[config.mk]
export PLATFORM = sky130hd
export DESIGN_NAME = clk_bank_div
export DESIGN_NICKNAME = d
export VERILOG_FILES = /design/src/rtl/cbd_pkg.sv /design/src/rtl/cbd_sync.sv /design/src/rtl/cbd_divider.sv /design/src/rtl/cbd_fanout.sv /design/src/rtl/clk_bank_div.sv
export SDC_FILE = /design/constraint.sdc
export NUM_CORES = 1
export LEC_CHECK = 0
export CAP_MARGIN = 20
export CORE_MARGIN = 5
export CORE_UTILIZATION = 56
export CTS_BUF_LIST = sky130_fd_sc_hd__clkbuf_8
export CTS_CLUSTER_SIZE = 20
export DETAILED_ROUTE_END_ITERATION = 10
export DONT_BUFFER_PORTS = 1
export HOLD_SLACK_MARGIN = 0.02
export MAX_ROUTING_LAYER = met4
export PLACE_DENSITY = 0.79
export SETUP_SLACK_MARGIN = 0.2
export SLEW_MARGIN = 20
export SYNTH_ARGS = -nofsm -noshare
export SYNTH_HDL_FRONTEND = slang
export SYNTH_SLANG_ARGS = --single-unit
[constraint.sdc]
create_clock -name clk_ref -period 6.6 [get_ports clk_ref]
set_input_delay 0.33 -clock clk_ref [delete_from_list [all_inputs] [get_ports clk_ref]]
set_output_delay 0.33 -clock clk_ref [all_outputs]
set_load 0.01 [all_outputs]
[src/rtl/cbd_pkg.sv]
`timescale 1ns/1ps
// Shared types for the output-bank divider.
// Assumes: nothing; pure type definitions.
package cbd_pkg;

    // Operating mode of the divider, decoded from the ratio field.
    typedef enum logic [1:0] {
        DM_BYPASS = 2'd0,
        DM_EVEN   = 2'd1,
        DM_ODD    = 2'd2
    } div_mode_t;

endpackage

[src/rtl/cbd_sync.sv]
`timescale 1ns/1ps
// Multi-stage synchroniser for slow asynchronous control levels.
// Assumes: inputs are levels held longer than STAGES clock cycles.
module cbd_sync #(
    parameter int W      = 2,
    parameter int STAGES = 2
) (
    input  logic         clk,
    input  logic         rst_n,
    input  logic [W-1:0] d,
    output logic [W-1:0] q
);
    logic [STAGES-1:0][W-1:0] chain;

    // Shift the sampled levels through the register chain.
    always_ff @(posedge clk) begin
        if (!rst_n) begin
            chain <= '0;
        end else begin
            chain[0] <= d;
            for (int s = 1; s < STAGES; s++) begin
                chain[s] <= chain[s-1];
            end
        end
    end

    assign q = chain[STAGES-1];

endmodule

[src/rtl/cbd_divider.sv]
`timescale 1ns/1ps
// Shared bank divider: bypass, even or odd integer division with 50% duty.
// Enable and drive requests are applied only at period boundaries in divide
// mode and only while the reference is low in bypass mode, so no pulse is cut.
// Assumes: en_req/oe_req are synchronous to clk_ref; cfg_ratio is quasi-static
// and moves into or out of bypass only while the bank is disabled.
module cbd_divider
    import cbd_pkg::*;
#(
    parameter int RATIO_W = 9
) (
    input  logic               clk_ref,
    input  logic               rst_n,
    input  logic [RATIO_W-1:0] cfg_ratio,
    input  logic               en_req,
    input  logic               oe_req,
    output logic               div_clk,
    output logic               oe_app
);
    localparam int                 SUM_W     = RATIO_W + 1;
    localparam logic [RATIO_W-1:0] RATIO_ONE = RATIO_W'(1);
    localparam logic [RATIO_W-1:0] RATIO_RST = RATIO_W'(2);

    // Number of rising-edge cycles the positive-phase flop stays high.
    function automatic logic [RATIO_W-1:0] high_len(input logic [RATIO_W-1:0] r);
        logic [SUM_W-1:0] s;
        s = {1'b0, r} + SUM_W'(1);
        return s[SUM_W-1:1];
    endfunction

    // Decode the operating mode from a ratio value.
    function automatic div_mode_t mode_of(input logic [RATIO_W-1:0] r);
        if (r <= RATIO_ONE) return DM_BYPASS;
        else if (r[0])      return DM_ODD;
        else                return DM_EVEN;
    endfunction

    logic [RATIO_W-1:0] ratio_cur, ratio_nxt;
    logic [RATIO_W-1:0] cnt, cnt_nxt;
    div_mode_t          mode_cur, mode_nxt;
    logic               wrap;
    logic               hi_nxt;
    logic               en_div, en_nxt;
    logic               oe_div, oe_nxt;
    logic               q_pos;
    logic               q_neg;
    logic               byp_en, byp_oe;

    // Next-state of counter, ratio and period-boundary enables.
    always_comb begin
        mode_cur  = mode_of(ratio_cur);
        wrap      = (mode_cur == DM_BYPASS) || (cnt == ratio_cur - RATIO_ONE);
        ratio_nxt = wrap ? cfg_ratio : ratio_cur;
        cnt_nxt   = wrap ? '0 : cnt + RATIO_ONE;
        en_nxt    = wrap ? en_req : en_div;
        oe_nxt    = wrap ? oe_req : oe_div;
        mode_nxt  = mode_of(ratio_nxt);
        hi_nxt    = cnt_nxt < high_len(ratio_nxt);
    end

    // Rising-edge counter and gated positive-phase divided clock.
    always_ff @(posedge clk_ref) begin
        if (!rst_n) begin
            ratio_cur <= RATIO_RST;
            cnt       <= '0;
            en_div    <= 1'b0;
            oe_div    <= 1'b0;
            q_pos     <= 1'b0;
        end else begin
            ratio_cur <= ratio_nxt;
            cnt       <= cnt_nxt;
            en_div    <= en_nxt;
            oe_div    <= oe_nxt;
            q_pos     <= hi_nxt && en_nxt && (mode_nxt != DM_BYPASS);
        end
    end

    // Falling-edge retime for odd duty and bypass gate updates while clock is low.
    always_ff @(negedge clk_ref) begin
        if (!rst_n) begin
            q_neg  <= 1'b0;
            byp_en <= 1'b0;
            byp_oe <= 1'b0;
        end else begin
            q_neg  <= q_pos;
            byp_en <= en_req;
            byp_oe <= oe_req;
        end
    end

    // Select the divided clock and the drive request for the active mode.
    always_comb begin
        unique case (mode_cur)
            DM_BYPASS: begin
                div_clk = clk_ref & byp_en;
                oe_app  = byp_oe;
            end
            DM_ODD: begin
                div_clk = q_pos & q_neg;
                oe_app  = oe_div;
            end
            default: begin
                div_clk = q_pos;
                oe_app  = oe_div;
            end
        endcase
    end

    // Checker: length of the current high phase of the positive flop.
    logic [RATIO_W-1:0] hi_len;
    always_ff @(posedge clk_ref) begin
        if (!rst_n)     hi_len <= '0;
        else if (q_pos) hi_len <= hi_len + RATIO_ONE;
        else            hi_len <= '0;
    end

    assert_count_bound_R1: assert property (@(posedge clk_ref) disable iff (!rst_n)
        (mode_cur != DM_BYPASS) |-> (cnt < ratio_cur));

    assert_half_high_R2: assert property (@(posedge clk_ref) disable iff (!rst_n)
        $fell(q_pos) |-> (hi_len == high_len(ratio_cur)));

    assert_enable_safe_R5: assert property (@(posedge clk_ref) disable iff (!rst_n)
        (en_div != $past(en_div)) |-> !$past(q_pos));

    assert_oe_rise_R6: assert property (@(posedge clk_ref) disable iff (!rst_n)
        $rose(oe_div) |-> $past(oe_req));

    assert_oe_fall_R6: assert property (@(posedge clk_ref) disable iff (!rst_n)
        $fell(oe_div) |-> !$past(oe_req));

endmodule

[src/rtl/cbd_fanout.sv]
`timescale 1ns/1ps
// Fans the divided clock out to the bank outputs with per-output gating,
// complement phase selection and pad drive enables.
// Assumes: div_clk and oe_app come from the glitch-free divider; per-output
// bits may change at any time and are allowed to clip a pulse.
module cbd_fanout #(
    parameter int NOUT = 4
) (
    input  logic            clk_ref,
    input  logic            rst_n,
    input  logic            div_clk,
    input  logic            oe_app,
    input  logic [NOUT-1:0] out_dis,
    input  logic [NOUT-1:0] out_pd,
    input  logic [NOUT-1:0] cmos_sel,
    input  logic [NOUT-1:0] cmos_inph,
    output logic [NOUT-1:0] q,
    output logic [NOUT-1:0] qn,
    output logic [NOUT-1:0] drv_en
);
    for (genvar i = 0; i < NOUT; i++) begin : g_out
        logic live;
        logic same_phase;

        // Direct per-output gating of the shared divided clock.
        always_comb begin
            live       = div_clk & ~out_dis[i] & ~out_pd[i];
            same_phase = cmos_sel[i] & cmos_inph[i];
        end

        assign q[i]      = live;
        assign qn[i]     = same_phase ? live : ~live;
        assign drv_en[i] = oe_app & ~out_pd[i];

        assert_drive_when_live_R6: assert property (@(posedge clk_ref) disable iff (!rst_n)
            q[i] |-> drv_en[i]);
    end

endmodule

[src/rtl/clk_bank_div.sv]
`timescale 1ns/1ps
// Output bank: synchronises the global enable pin and bank disable bit,
// divides the reference and fans it out to NOUT outputs.
// Assumes: clk_ref is the already-selected reference; reset is synchronous.
module clk_bank_div #(
    parameter int RATIO_W     = 9,
    parameter int NOUT        = 4,
    parameter int SYNC_STAGES = 2
) (
    input  logic               clk_ref,
    input  logic               rst_n,
    input  logic               oe_pin,
    input  logic               bank_dis,
    input  logic [RATIO_W-1:0] cfg_ratio,
    input  logic [NOUT-1:0]    out_dis,
    input  logic [NOUT-1:0]    out_pd,
    input  logic [NOUT-1:0]    cmos_sel,
    input  logic [NOUT-1:0]    cmos_inph,
    output logic [NOUT-1:0]    q,
    output logic [NOUT-1:0]    qn,
    output logic [NOUT-1:0]    drv_en
);
    logic [1:0] ctl_raw, ctl_sync;
    logic       en_req, oe_req;
    logic       div_clk, oe_app;

    assign ctl_raw = {oe_pin, bank_dis};

    cbd_sync #(.W(2), .STAGES(SYNC_STAGES)) u_sync (
        .clk   (clk_ref),
        .rst_n (rst_n),
        .d     (ctl_raw),
        .q     (ctl_sync)
    );

    // Bank runs only when globally enabled and not bank-disabled.
    always_comb begin
        oe_req = ctl_sync[1];
        en_req = ctl_sync[1] & ~ctl_sync[0];
    end

    cbd_divider #(.RATIO_W(RATIO_W)) u_div (
        .clk_ref   (clk_ref),
        .rst_n     (rst_n),
        .cfg_ratio (cfg_ratio),
        .en_req    (en_req),
        .oe_req    (oe_req),
        .div_clk   (div_clk),
        .oe_app    (oe_app)
    );

    cbd_fanout #(.NOUT(NOUT)) u_fan (
        .clk_ref   (clk_ref),
        .rst_n     (rst_n),
        .div_clk   (div_clk),
        .oe_app    (oe_app),
        .out_dis   (out_dis),
        .out_pd    (out_pd),
        .cmos_sel  (cmos_sel),
        .cmos_inph (cmos_inph),
        .q         (q),
        .qn        (qn),
        .drv_en    (drv_en)
    );

endmodule

==> results by group <==
Synthesis
  – Mean Syn Cell Area: 8.008 sq um
  – Ranking of synthesized cells by area: dfxtp_1, xor2_1, ha_1
  – Primary FF master, synth: dfxtp_1
  – Synth area leader: dfxtp_1
  – Post-synthesis sequential area ratio: 26.92%
  – Top post-synthesis cells by count: nor2_1, dfxtp_1, xor2_1, nand3_1, nand2_1
  – Top cell type's share of synthesized area: 26.92%
  – Yosys Warn Count: 0
  – Async set-or-reset flop fraction in the synthesized netlist: 0%
  – Netlist Area Pre-Place: 2082 sq um
  – Most frequent cell after synthesis: nor2_1
  – Mapped Cells: 260
  – Post-synth EDFFs: 0
  – Post-synthesis cell type count: 47
  – Synth Register Bits: 28
  – Syn_nets: 302

Die
  – Die X: 70.98 um
  – Io pins: 41
  – Die Ht: 70.98 um
  – Die area: 5037 sq um
  – CORE AREA: 3633 sq um
  – FP Rows: 22
  – Initial Util: 57.30%

Clock network
  – Clock-pin slew on the worst setup and hold paths: 0.09 ns
  – CTS tree: built
  – Post-CTS sizing: 0
  – Worst-Skew Late Latency: 0.46 ns

Power
  – Power per cell area: 420.5 nW/um^2
  – Total Power: 945.4 uW
  – Max VDD drop: 0.0001925 V
  – Leak: 0.0009221 uW

Drt
  – Iter 0 DRT Violations: 193
  – Met2 Wirelength: 2330 um
  – Highest metal used: met4
  – Final wirelength: 5104 um
  – Post-detailed-route wirelength per cell: 16.52 um
  – Wl on met1: 2197 um
  – DR pass1 iterations: 4
  – Vias: 1,854
  – ANT nets after route: 0
  – Met3 routed WL: 492 um
  – Vias per cell: 6.000
  – DRC: 0

Setup path
  – Worst EP arrival: 5.47 ns
  – Crit Path Class: reg2out
  – Required @ worst endpoint: 6.27 ns
  – Setup crit end kind: primary output
  – Worst R2R Path Depth: 22
  – Crit. Startpoint: u_div.q_neg
  – CP Launch Type: flip-flop
  – R2r startpoint: u_div.ratio_cur[0]
  – Worst Path Max Fanout: 2

Cells and area
  – Fillcell total: 308
  – Final core occ: 61.88%
  – Layout cells sized above 1: 8.046%
  – Area Growth Syn to Fin: 7.993%
  – Nets: 304
  – # diodes: 0

STA
  – Final WS setup: 0.8043 ns
  – Max-slew violation count: 0
  – Worst slew margin: 49.38%
  – Final Setup Violations: 0
  – TNS Setup: 0 ns
  – Final clock skew: 0.07892 ns
  – RSZ-0062 raised after global routing: no
  – Worst slew pin tran: 0.7560 ns
  – Final hold viol count: 0

Global route
  – Initial antenna violation count: 0
  – Largest net degree at the start of global routing: 32
  – Vias in the first global route: 1,906
  – First-pass GRT wire length: 8245 um
  – Grt total ovfl: 0
  – GRT Util Overall: 22.11%

Placed design
  – # port buffers: 0
  – Placer Congestion: 0.9883
  – Hpwl dp: 3777 um
  – Dpl ws: 1.558 ns

Worst hold path
  – Hold crit path type: in2reg
  – Hold Path Stages: 1
  – Hold Startpoint: rst_n

Run
  – Max cap viols: 0

Status
  – Outcome: finished clean
==> what timing repair did <==
item                                    4_1_cts  5_1_grt
endpoints found under the setup margin        0        0
endpoints found under the hold margin         1        0
hold buffers                                  1        0
buffers inserted                              0        0
==> path summary, 6_finish.rpt <==
kind,to,slack (ns)
setup / recovery,qn[0],0.80
hold / removal,u_sync.q[1],0.06
setup reg to reg,u_div.q_pos,1.43
hold reg to reg,u_sync.q[1],0.44
==> flip-flops by register name, summed over array words and instances (netlist names) <==
name             count
u_sync.q             2
u_div.q_neg          1
u_div.cnt            9
u_div.en_div         1
u_div.byp_en         1
u_div.byp_oe         1
u_sync.chain         2
u_div.oe_div         1
u_div.q_pos          1
u_div.ratio_cur      9
==> report_power, final <==
part           switching [uW]  internal (uW)  leakage (uW)  total (uW)
combinational             289            196      0.000565         485
sequential               45.3            194      0.000228         239
clock                    86.4            135      0.000129         222
==> final cells by class <==
type	count	area [sq um]	share of cell area [%]
Clock buffer	12	165.2	7.346
Clock inverter	4	18.77	0.8347
Inverter	9	33.78	1.503
Multi-Input combinational cell	206	1393	61.94
Sequential cell	28	560.5	24.93
Tap cell	48	60.06	2.671
Timing Repair Buffer	2	17.52	0.7791
==> cells by family (layout without fill, tap and decap cells) <==
family | count (synthesis) | after routing | share of synthesized area, %
AO/OA/AOI/OAI | 33 | 33 | 12.56
XOR/XNOR | 33 | 33 | 13.88
adder cells (fa/ha/maj) | 13 | 13 | 7.813
buffers and inverters | 26 | 27 | 6.189
flip-flops | 28 | 28 | 26.92
multiplexers | 11 | 11 | 5.409
AND/OR/NAND/NOR | 116 | 116 | 27.22
==> layout by cell type (no fill, tap or decap), types with 3 or more instances in the layout <==
cell      Yosys  final
nor4_1        3      3
mux2i_1       9      9
o21ai_1       3      3
a21oi_1       4      4
nor2_1       39     39
o21ai_0       5      5
nand3_1      18     18
xor2_1       19     19
xnor2_1      14     14
inv_1         9     11
and2_1       14     14
dfxtp_1      28     28
nand4_1       6      6
and3_1        5      5
clkbuf_8      0     12
ha_1         13     13
nand2_1      16     16
nor3_1        8      8
==> stage by stage <==
step	hold WS [ns]	cell area, sq um	cells
floorplan	0.4119	2082	260
global placement	0.4077	2058	293
detailed placement	0.3990	2058	293
CTS	0.05427	2248	309
global route	0.04323	2248	309
finish	0.06137	2248	309
==> metal layers <==
metal  vias up  GRT usage [%]
li1        905              -
met1       837          25.06
met2       101          30.48
met3        11          10.37
met4         0          15.24
met5         -              -
==> critical path: stages (launching register included) <==
cell,delay [ns]
dfxtp_1,0.29
o21ai_0,0.11
mux2_2,0.30
clkbuf_8,0.14
clkbuf_8,0.13
nor3_1,0.43
xor2_1,0.31
(Power assumes the default switching activity.)
